File: src/rtl/eprom_rd_pkg.sv
`timescale 1ps/1ps
package eprom_rd_pkg;

    typedef enum logic [1:0] {
        ST_IDLE,
        ST_ADDR,
        ST_READ,
        ST_FLOAT
    } rd_state_e;

    // Whole clock cycles covering a delay, never below one.
    function automatic int unsigned to_cycles(input int unsigned t_ps, input int unsigned clk_ps);
        int unsigned c;
        c = (t_ps + clk_ps - 1) / clk_ps;
        return (c == 0) ? 1 : c;
    endfunction

endpackage

File: src/rtl/eprom_rd_timer.sv
`timescale 1ps/1ps
module eprom_rd_timer #(
    parameter int unsigned CNT_W = 4
) (
    input  logic             clk,
    input  logic             rst_n,
    input  logic             load,
    input  logic [CNT_W-1:0] load_val,
    output logic             expired
);
    logic [CNT_W-1:0] cnt_q;

    always_ff @(posedge clk) begin
        if (!rst_n) begin
            cnt_q <= '0;
        end else if (load) begin
            cnt_q <= load_val;
        end else if (cnt_q != '0) begin
            cnt_q <= cnt_q - 1'b1;
        end
    end

    assign expired = (cnt_q == '0);
endmodule

File: src/rtl/eprom_rd_select.sv
`timescale 1ps/1ps
module eprom_rd_select #(
    parameter int unsigned NUM_DEV = 4,
    parameter int unsigned DEV_W   = 2
) (
    input  logic [DEV_W-1:0]   dev,
    input  logic               active,
    output logic [NUM_DEV-1:0] sel_n
);
    for (genvar i = 0; i < NUM_DEV; i++) begin : g_sel
        assign sel_n[i] = !(active && (dev == DEV_W'(i)));
    end
endmodule

File: src/rtl/eprom_rd_ctrl.sv
`timescale 1ps/1ps
module eprom_rd_ctrl
    import eprom_rd_pkg::*;
#(
    parameter int unsigned NUM_DEV   = 4,
    parameter int unsigned MEM_AW    = 16,
    parameter int unsigned DATA_W    = 16,
    parameter int unsigned GAP_W     = 4,
    parameter int unsigned CLK_PS    = 5000,
    parameter int unsigned T_ACC_PS  = 55000,
    parameter int unsigned T_OE_PS   = 40000,
    parameter int unsigned T_DF_PS   = 30000,
    localparam int unsigned DEV_W    = (NUM_DEV > 1) ? $clog2(NUM_DEV) : 1
) (
    input  logic                    clk,
    input  logic                    rst_n,
    input  logic                    rd_req,
    input  logic [MEM_AW+DEV_W-1:0] rd_addr,
    input  logic [GAP_W-1:0]        rd_gap,
    output logic                    rd_ready,
    output logic                    rd_valid,
    output logic [DATA_W-1:0]       rd_data,
    output logic [MEM_AW-1:0]       mem_addr,
    output logic [NUM_DEV-1:0]      mem_ce_n,
    output logic                    mem_oe_n,
    input  logic [DATA_W-1:0]       mem_dq
);
    localparam int unsigned LEAD_CYC = (T_ACC_PS > T_OE_PS) ? to_cycles(T_ACC_PS - T_OE_PS, CLK_PS) : 1;
    localparam int unsigned OEN_CYC  = to_cycles(T_OE_PS, CLK_PS);
    localparam int unsigned FLT_CYC  = to_cycles(T_DF_PS, CLK_PS);
    localparam int unsigned FLT_MAX  = FLT_CYC + (2 ** GAP_W) - 1;
    localparam int unsigned MAX_CYC  = (LEAD_CYC > OEN_CYC) ?
                                       ((LEAD_CYC > FLT_MAX) ? LEAD_CYC : FLT_MAX) :
                                       ((OEN_CYC > FLT_MAX) ? OEN_CYC : FLT_MAX);
    localparam int unsigned CNT_W    = $clog2(MAX_CYC + 1);
    localparam logic [CNT_W-1:0] LEAD_LD = CNT_W'(LEAD_CYC - 1);
    localparam logic [CNT_W-1:0] OEN_LD  = CNT_W'(OEN_CYC - 1);

    rd_state_e         state_q, state_d;
    logic              accept, tmr_load, tmr_expired, capture, sel_active;
    logic [CNT_W-1:0]  tmr_val;
    logic [MEM_AW-1:0] addr_q;
    logic [DEV_W-1:0]  dev_q;
    logic [GAP_W-1:0]  gap_q;
    logic [DATA_W-1:0] data_q;
    logic              valid_q;

    assign accept  = rd_req && (state_q == ST_IDLE);
    assign capture = (state_q == ST_READ) && tmr_expired;

    // State register
    always_ff @(posedge clk) begin
        if (!rst_n) state_q <= ST_IDLE;
        else        state_q <= state_d;
    end

    // Next state and timer loads
    always_comb begin
        state_d  = state_q;
        tmr_load = 1'b0;
        tmr_val  = '0;
        unique case (state_q)
            ST_IDLE: if (accept) begin
                state_d  = ST_ADDR;
                tmr_load = 1'b1;
                tmr_val  = LEAD_LD;
            end
            ST_ADDR: if (tmr_expired) begin
                state_d  = ST_READ;
                tmr_load = 1'b1;
                tmr_val  = OEN_LD;
            end
            ST_READ: if (tmr_expired) begin
                state_d  = ST_FLOAT;
                tmr_load = 1'b1;
                tmr_val  = CNT_W'(FLT_CYC - 1) + CNT_W'(gap_q);
            end
            ST_FLOAT: if (tmr_expired) begin
                state_d = ST_IDLE;
            end
        endcase
    end

    // Outputs decoded from state
    always_comb begin
        sel_active = 1'b0;
        mem_oe_n   = 1'b1;
        rd_ready   = 1'b0;
        unique case (state_q)
            ST_IDLE:  rd_ready   = 1'b1;
            ST_ADDR:  sel_active = 1'b1;
            ST_READ: begin
                sel_active = 1'b1;
                mem_oe_n   = 1'b0;
            end
            ST_FLOAT: ;
        endcase
    end

    // Request and data registers
    always_ff @(posedge clk) begin
        if (!rst_n) begin
            addr_q  <= '0;
            dev_q   <= '0;
            gap_q   <= '0;
            data_q  <= '0;
            valid_q <= 1'b0;
        end else begin
            if (accept) begin
                addr_q <= rd_addr[MEM_AW-1:0];
                dev_q  <= rd_addr[MEM_AW+DEV_W-1:MEM_AW];
                gap_q  <= rd_gap;
            end
            if (capture) data_q <= mem_dq;
            valid_q <= capture;
        end
    end

    eprom_rd_timer #(.CNT_W(CNT_W)) u_timer (
        .clk      (clk),
        .rst_n    (rst_n),
        .load     (tmr_load),
        .load_val (tmr_val),
        .expired  (tmr_expired)
    );

    eprom_rd_select #(.NUM_DEV(NUM_DEV), .DEV_W(DEV_W)) u_select (
        .dev    (dev_q),
        .active (sel_active),
        .sel_n  (mem_ce_n)
    );

    assign mem_addr = addr_q;
    assign rd_data  = data_q;
    assign rd_valid = valid_q;

    // Checking logic: window counters observed at the memory-side ports
    logic             any_sel;
    logic [CNT_W-1:0] lead_cnt, idle_cnt;
    assign any_sel = ~&mem_ce_n;

    always_ff @(posedge clk) begin
        if (!rst_n) begin
            lead_cnt <= '0;
            idle_cnt <= CNT_W'(FLT_CYC);
        end else begin
            if (!any_sel)                           lead_cnt <= '0;
            else if (lead_cnt < CNT_W'(LEAD_CYC))   lead_cnt <= lead_cnt + 1'b1;
            if (any_sel)                            idle_cnt <= '0;
            else if (idle_cnt < CNT_W'(FLT_CYC))    idle_cnt <= idle_cnt + 1'b1;
        end
    end

    a_r2_busy_on_valid: assert property (@(posedge clk) disable iff (!rst_n)
        rd_valid |-> !rd_ready);
    a_r3_one_select: assert property (@(posedge clk) disable iff (!rst_n)
        $onehot0(~mem_ce_n));
    a_r3_addr_hold: assert property (@(posedge clk) disable iff (!rst_n)
        (any_sel && $past(any_sel)) |-> $stable(mem_addr));
    a_r4_oe_lead: assert property (@(posedge clk) disable iff (!rst_n)
        $fell(mem_oe_n) |-> (lead_cnt >= CNT_W'(LEAD_CYC)));
    a_r5_oe_needs_sel: assert property (@(posedge clk) disable iff (!rst_n)
        !mem_oe_n |-> any_sel);
    a_r6_valid_pulse: assert property (@(posedge clk) disable iff (!rst_n)
        rd_valid |=> !rd_valid);
    a_r6_capture_edge: assert property (@(posedge clk) disable iff (!rst_n)
        rd_valid |-> ($past(!mem_oe_n) && mem_oe_n));
    a_r7_float_gap: assert property (@(posedge clk) disable iff (!rst_n)
        $rose(any_sel) |-> (idle_cnt >= CNT_W'(FLT_CYC)));
endmodule

File: config.mk
export PLATFORM = sky130hd
export DESIGN_NAME = eprom_rd_ctrl
export DESIGN_NICKNAME = d
export VERILOG_FILES = /design/src/rtl/eprom_rd_pkg.sv /design/src/rtl/eprom_rd_timer.sv /design/src/rtl/eprom_rd_select.sv /design/src/rtl/eprom_rd_ctrl.sv
export SDC_FILE = /design/constraint.sdc
export NUM_CORES = 1
export LEC_CHECK = 0
export BUFFER_PORTS_ARGS = -buffer_cell sky130_fd_sc_hd__buf_2
export CAP_MARGIN = 20
export CORE_ASPECT_RATIO = 0.7
export CORE_UTILIZATION = 40
export CTS_CLUSTER_SIZE = 24
export DETAILED_ROUTE_END_ITERATION = 12
export GPL_TIMING_DRIVEN = 0
export PLACE_DENSITY = 0.71
export SYNTH_ARGS = -nofsm -noshare
export SYNTH_HDL_FRONTEND = slang
export SYNTH_SLANG_ARGS = --single-unit
File: constraint.sdc
create_clock -name clk -period 2.1 [get_ports clk]
set_clock_uncertainty 0.1 [all_clocks]
set_input_delay 0 -clock clk [delete_from_list [all_inputs] [get_ports clk]]
set_output_delay 0 -clock clk [all_outputs]
set_load 0.005 [all_outputs]
# == Word-level counts from Yosys, hierarchy flattened ==
# Cells that the tools add are included.
# word_totals
reg_bits,46
mem_bits_ro,0
latch_bits,0
n_memories,0
ram_bits,0
out_inout_bits,39
word_cells,53
# op_classes
muxes,17
n_reduce_logical,17
addsub,2
shifts,0
n_lt_le_gt_ge,0
bitwise,0
div,0
n_eq_ne,10
n_mul,0
# ops
cell,n
5-bit two-way mux,3
5-bit one-hot mux with 3 select lines,1
2-bit two-way mux,5
"2-bit == test, second input constant",4
"2-bit != test, second input constant",4
2-bit one-hot mux with 4 select lines,1
1-bit logical AND,6
"3-bit by 4-bit adder with 5-bit output, first input constant",1
5-bit zero test,1
1-bit two-way mux,5
5-bit nonzero test,1
"5-bit by 1-bit subtractor with 5-bit output, second input constant",1
"2-bit by 1-bit == test with 1-bit output, second input constant",2
1-bit zero test,4
2-bit zero test,2
4-bit AND reduction,1
3-bit two-way mux,1
1-bit one-hot mux with 2 select lines,1
2-bit nonzero test,1
2-bit OR reduction,1

# == Longest topological paths before layout ==
# depth
word_depth,5
ltp_mapped,7
mapped_depth_nobuf,6

# == Cells and area by module ==
# A second synthesis with hierarchy kept.
# unflattened
hier_cells,247
hier_area_um2,2109.5
# by_module_without_submodules
module,seq_area_each_um2,area_per_inst_um2,n_inst,cells_per_inst
eprom_rd_ctrl,820.8,1780.5,1,209
eprom_rd_timer,100.1,300.3,1,34
eprom_rd_select,0.0,28.8,1,4

# == Least setup slack after synthesis ==
# OpenSTA, ideal clock, no wires.
# synth_timing
path_type,reg-to-reg
start,register u_timer.cnt_q[0]
end,register u_timer.cnt_q[4]
stages_incl_launch_ff,8
required_time_ps,1941
arrival_ps,1831
path_slack_ps,109
setup_time_ps,59
n_path_buf,1
period_less_slack_ps,1991
cell_sequence,dfxtp_1 inv_1 ha_1 or3b_4 or3_4 buf_6 o41ai_2 and2_1
# synth_via
elab_chain_len,4
# synth_rtl
element,line,rtl
start: declaration,eprom_rd_timer.sv:11,logic [CNT_W-1:0] cnt_q;
start signal: assignment,eprom_rd_timer.sv:17,cnt_q <= load_val;
start signal: assignment,eprom_rd_timer.sv:19,cnt_q <= cnt_q - 1'b1;
branches (longest 4 deep; another with 5-bit by 1-bit subtractor with 5-bit output),n/a,
# Several ways; the timed one is not identified. The select of a mux whose other input is x is not followed.
# A chain may end at the register's enable or synchronous reset.

# == Worst setup path after layout ==
# Same ends and word-level chain as after synthesis.

==> summary.md <==
| Metric | Value |
|---|---|
| Clk Tree Root Cell | clkbuf_8 |
| Initial antenna violation count | 0 |
| Vias per cell | about 4.7 |
| Top-area cell type share of the netlist area | ~46% |
| Clk sinks | 46 |
| Routed length per instance | between 10 and 15 um |
| Layout cells sized above 1 | 28.3% |
| WP data required | about 2.3 ns |
| CP Launch Type | register |
| Share of the clock period used by the worst path | 96.4% |
| Initial Util | between 40% and 50% |
| Largest net degree at the start of global routing | 15 |
| Post-synth cell types | 37 |
| FP Rows | 21 |
| Reg2reg end | u_timer.cnt_q[4] |
| H-Tree Depth | 2 |
| Drt first pass iters | 4 |
| Post-layout util | around 63% |
| Fmax | 0.494 GHz |
| IO Count | 80 |
| DR vias | 2007 |
| Die Y | 61.3 um |
| CTS tree | yes |
| Core Region | 4810 um^2 |
| Final ANT Viol Nets | 0 |
| Max-slew violations | 0 |
| Worst Hold Endpoint | mem_addr[10] |
| Synthesized instance count | approximately 240 |
| Post-synth ARST share | 0% |
| Crit-path max FO | 10 |
| Die Wd | slightly below 90 um |
| Power per standard cell area | 923 nW/um^2 |
| Transition time at the pin with the least slew margin | roughly 0.5 ns |
| Register area share after synthesis | ~46% |
| DIE AREA | about 5300 um^2 |
| Post-DP HPWL | roughly 3.3 mm |
| Most frequent cells in the layout | nand2_1 (80), buf_2 (79), dfxtp_1 (45), a21boi_0 (38), dlygate4sd3_1 (38) |
| Hold Crit Class | input port to register |
| Post-synthesis sequential element count | 46 |
| WL final | between 5 and 6 mm |
| CTS max path bufs | 2 |
| DR DRC count | 0 |
| Reg2reg setup slack | roughly 0.075 ns |
| Hold Crit Depth | 2 |
| Min Hold Slack | 0.0409 ns |
| Syn_nets | 284 |
| Top post-synthesis cells by area | dfxtp_1 (46%), nand2_1 (15%), a21boi_0 (14%) |
| CP arrival | roughly 2.2 ns |
| Vias in the first global route | between 1500 and 2000 |
| Syn-to-layout area delta | 49.9% |
| Primary FF master, synth | dfxtp_1 |
| GRT Util Overall | approximately a fifth |
| Max Cap Viol | 0 |
| Tmin final | between 2 and 2.5 ns |
| EDFF count, synth | 0 |
| Worst skew pair latency | around 0.30 ns |
| Yosys warning count | 0 |
| Crit end category | register |
| Peak VDD IR | between 0.4 and 0.5 mV |
| Post-Syn Area | between 2000 and 2500 um^2 |
| Final setup fails | 0 |
| Iteration-0 DRC Markers | between 90 and 100 |
| Crit Path Class | register to register |
| Final net count | 408 |
| Worst reg2reg path depth | 7 |
| Min-delay src | rst_n |
| Fin. Hold Viols | 0 |
| RePlAce Congestion | ~0.76 |
| Cell taking the most area after synthesis | dfxtp_1 |
| Commonest non-fill, non-tap cell in the layout | nand2_1 |
| Input/output buffers | 78 |
| Leakage | around 1.3 nW |
| Syn Area/Cell | 8.51 um^2 |
| First-pass GRT wire length | between 8 and 9 mm |
| Grt ovf | 0 |
| Ant diodes | 0 |
| Outcome | finished, final reports clean |
| Total CTS buffers | 5 |
| RR Startpoint | u_timer.cnt_q[0] |
| Clk slew on worst S/H paths | 0.08 ns |
| Relative max-transition margin | 66.6% |
==> where the power goes <==
| group | internal (mW) | total, mW | switching (mW) | leakage [nW] |
|---|---|---|---|---|
| Clock | 0.235 | 0.529 | 0.294 | 0.0452 |
| Sequential | 1.03 | 1.14 | 0.112 | 0.376 |
| Combinational | 0.518 | 1.11 | 0.589 | 0.900 |
| Total | 1.78 | 2.78 | 0.995 | 1.32 |
==> repair_timing <==
item,in CTS,in global routing
pin swaps,2,4
gates resized for setup,7,7
setup buffers,0,1
hold buffers,38,0
setup endpoints to repair,13,16
hold endpoints to repair,38,0
==> flip-flops by register name (all words and copies together), names as in the netlist <==
register,cells
u_timer.cnt_q,5
mem_addr,16
state_q,2
rd_valid,1
rd_data,16
dev_q,2
gap_q,4
==> worst max path at each step <==
stage	from	cells after the start	slack, ns	to
final	u_timer.cnt_q[0]	7	0.07	u_timer.cnt_q[4]
after global routing	u_timer.cnt_q[0]	7	-0.009	u_timer.cnt_q[2]
after CTS	u_timer.cnt_q[1]	7	0.02	u_timer.cnt_q[3]
after detailed placement	u_timer.cnt_q[0]	7	-0.12	rd_data[7]
after global placement	u_timer.cnt_q[0]	7	-0.09	rd_data[10]
after floorplan	u_timer.cnt_q[0]	7	0.11	u_timer.cnt_q[4]
==> metrics by stage <==
step | instance area, um^2 | setup WS [ns] | std cells | TNS, ns | power (mW)
2_1_floorplan | 2010 | 0.109 | 236 | 0 | 1.81
3_3_place_gp | 2480 | -0.0944 | 383 | -0.823 | 2.10
3_5_place_dp | 2480 | -0.120 | 383 | -0.836 | 2.12
4_1_cts | 2990 | 0.0196 | 429 | 0 | 2.74
5_1_grt | 3010 | -0.00888 | 430 | -0.00888 | 2.99
6_report | 3010 | 0.0750 | 430 | 0 | 2.78
==> cells in the mapped netlist, types with 3 or more instances <==
cell type / instances
nand2_1: 80
dfxtp_1: 46
a21boi_0: 38
clkbuf_1: 10
ha_1: 7
inv_1: 6
nor2_1: 5
a21oi_1: 3
and2_1: 3
nand3b_1: 3
nor3_1: 3
==> worst max-delay path, cell delays in order (launching register included) <==
cell and delay [ns]:
dfxtp_1 0.33, inv_1 0.11, ha_4 0.16, or3b_4 0.41, or3_4 0.36, buf_8 0.15
o41ai_2 0.21, and2_1 0.16
==> area by class of cell <==
class	instances	area [um^2]
Fill cell	407	1800
Multi-Input combinational cell	171	1050
Sequential cell	46	922
Timing Repair Buffer	117	778
Tap cell	69	86.3
Clock buffer	6	72.6
Buffer	13	63.8
Inverter	6	22.5
Clock inverter	2	13.8
==> logic make-up (layout without fill, tap and decap cells) <==
family | count (synthesis) | count (layout) | share of synthesized area, %
AO/OA/AOI/OAI | 53 | 53 | 20.1
XOR/XNOR | 3 | 3 | 1.31
adder cells (fa/ha/maj) | 7 | 7 | 4.36
buffers and inverters | 19 | 144 | 3.99
flip-flops | 46 | 46 | 45.9
multiplexers | 2 | 2 | 0.997
AND/OR/NAND/NOR | 106 | 106 | 23.4
==> per-layer routing <==
| layer | part of all wire (%) | global-route usage [%] |
|---|---|---|
| met5 | 0 | 0 |
| met4 | 1.4 | 7.14 |
| met1 | 47 | 26.7 |
| met2 | 47 | 34.9 |
| met3 | 4.4 | 4.29 |
No activity file was read; power rests on OpenSTA's default activity.
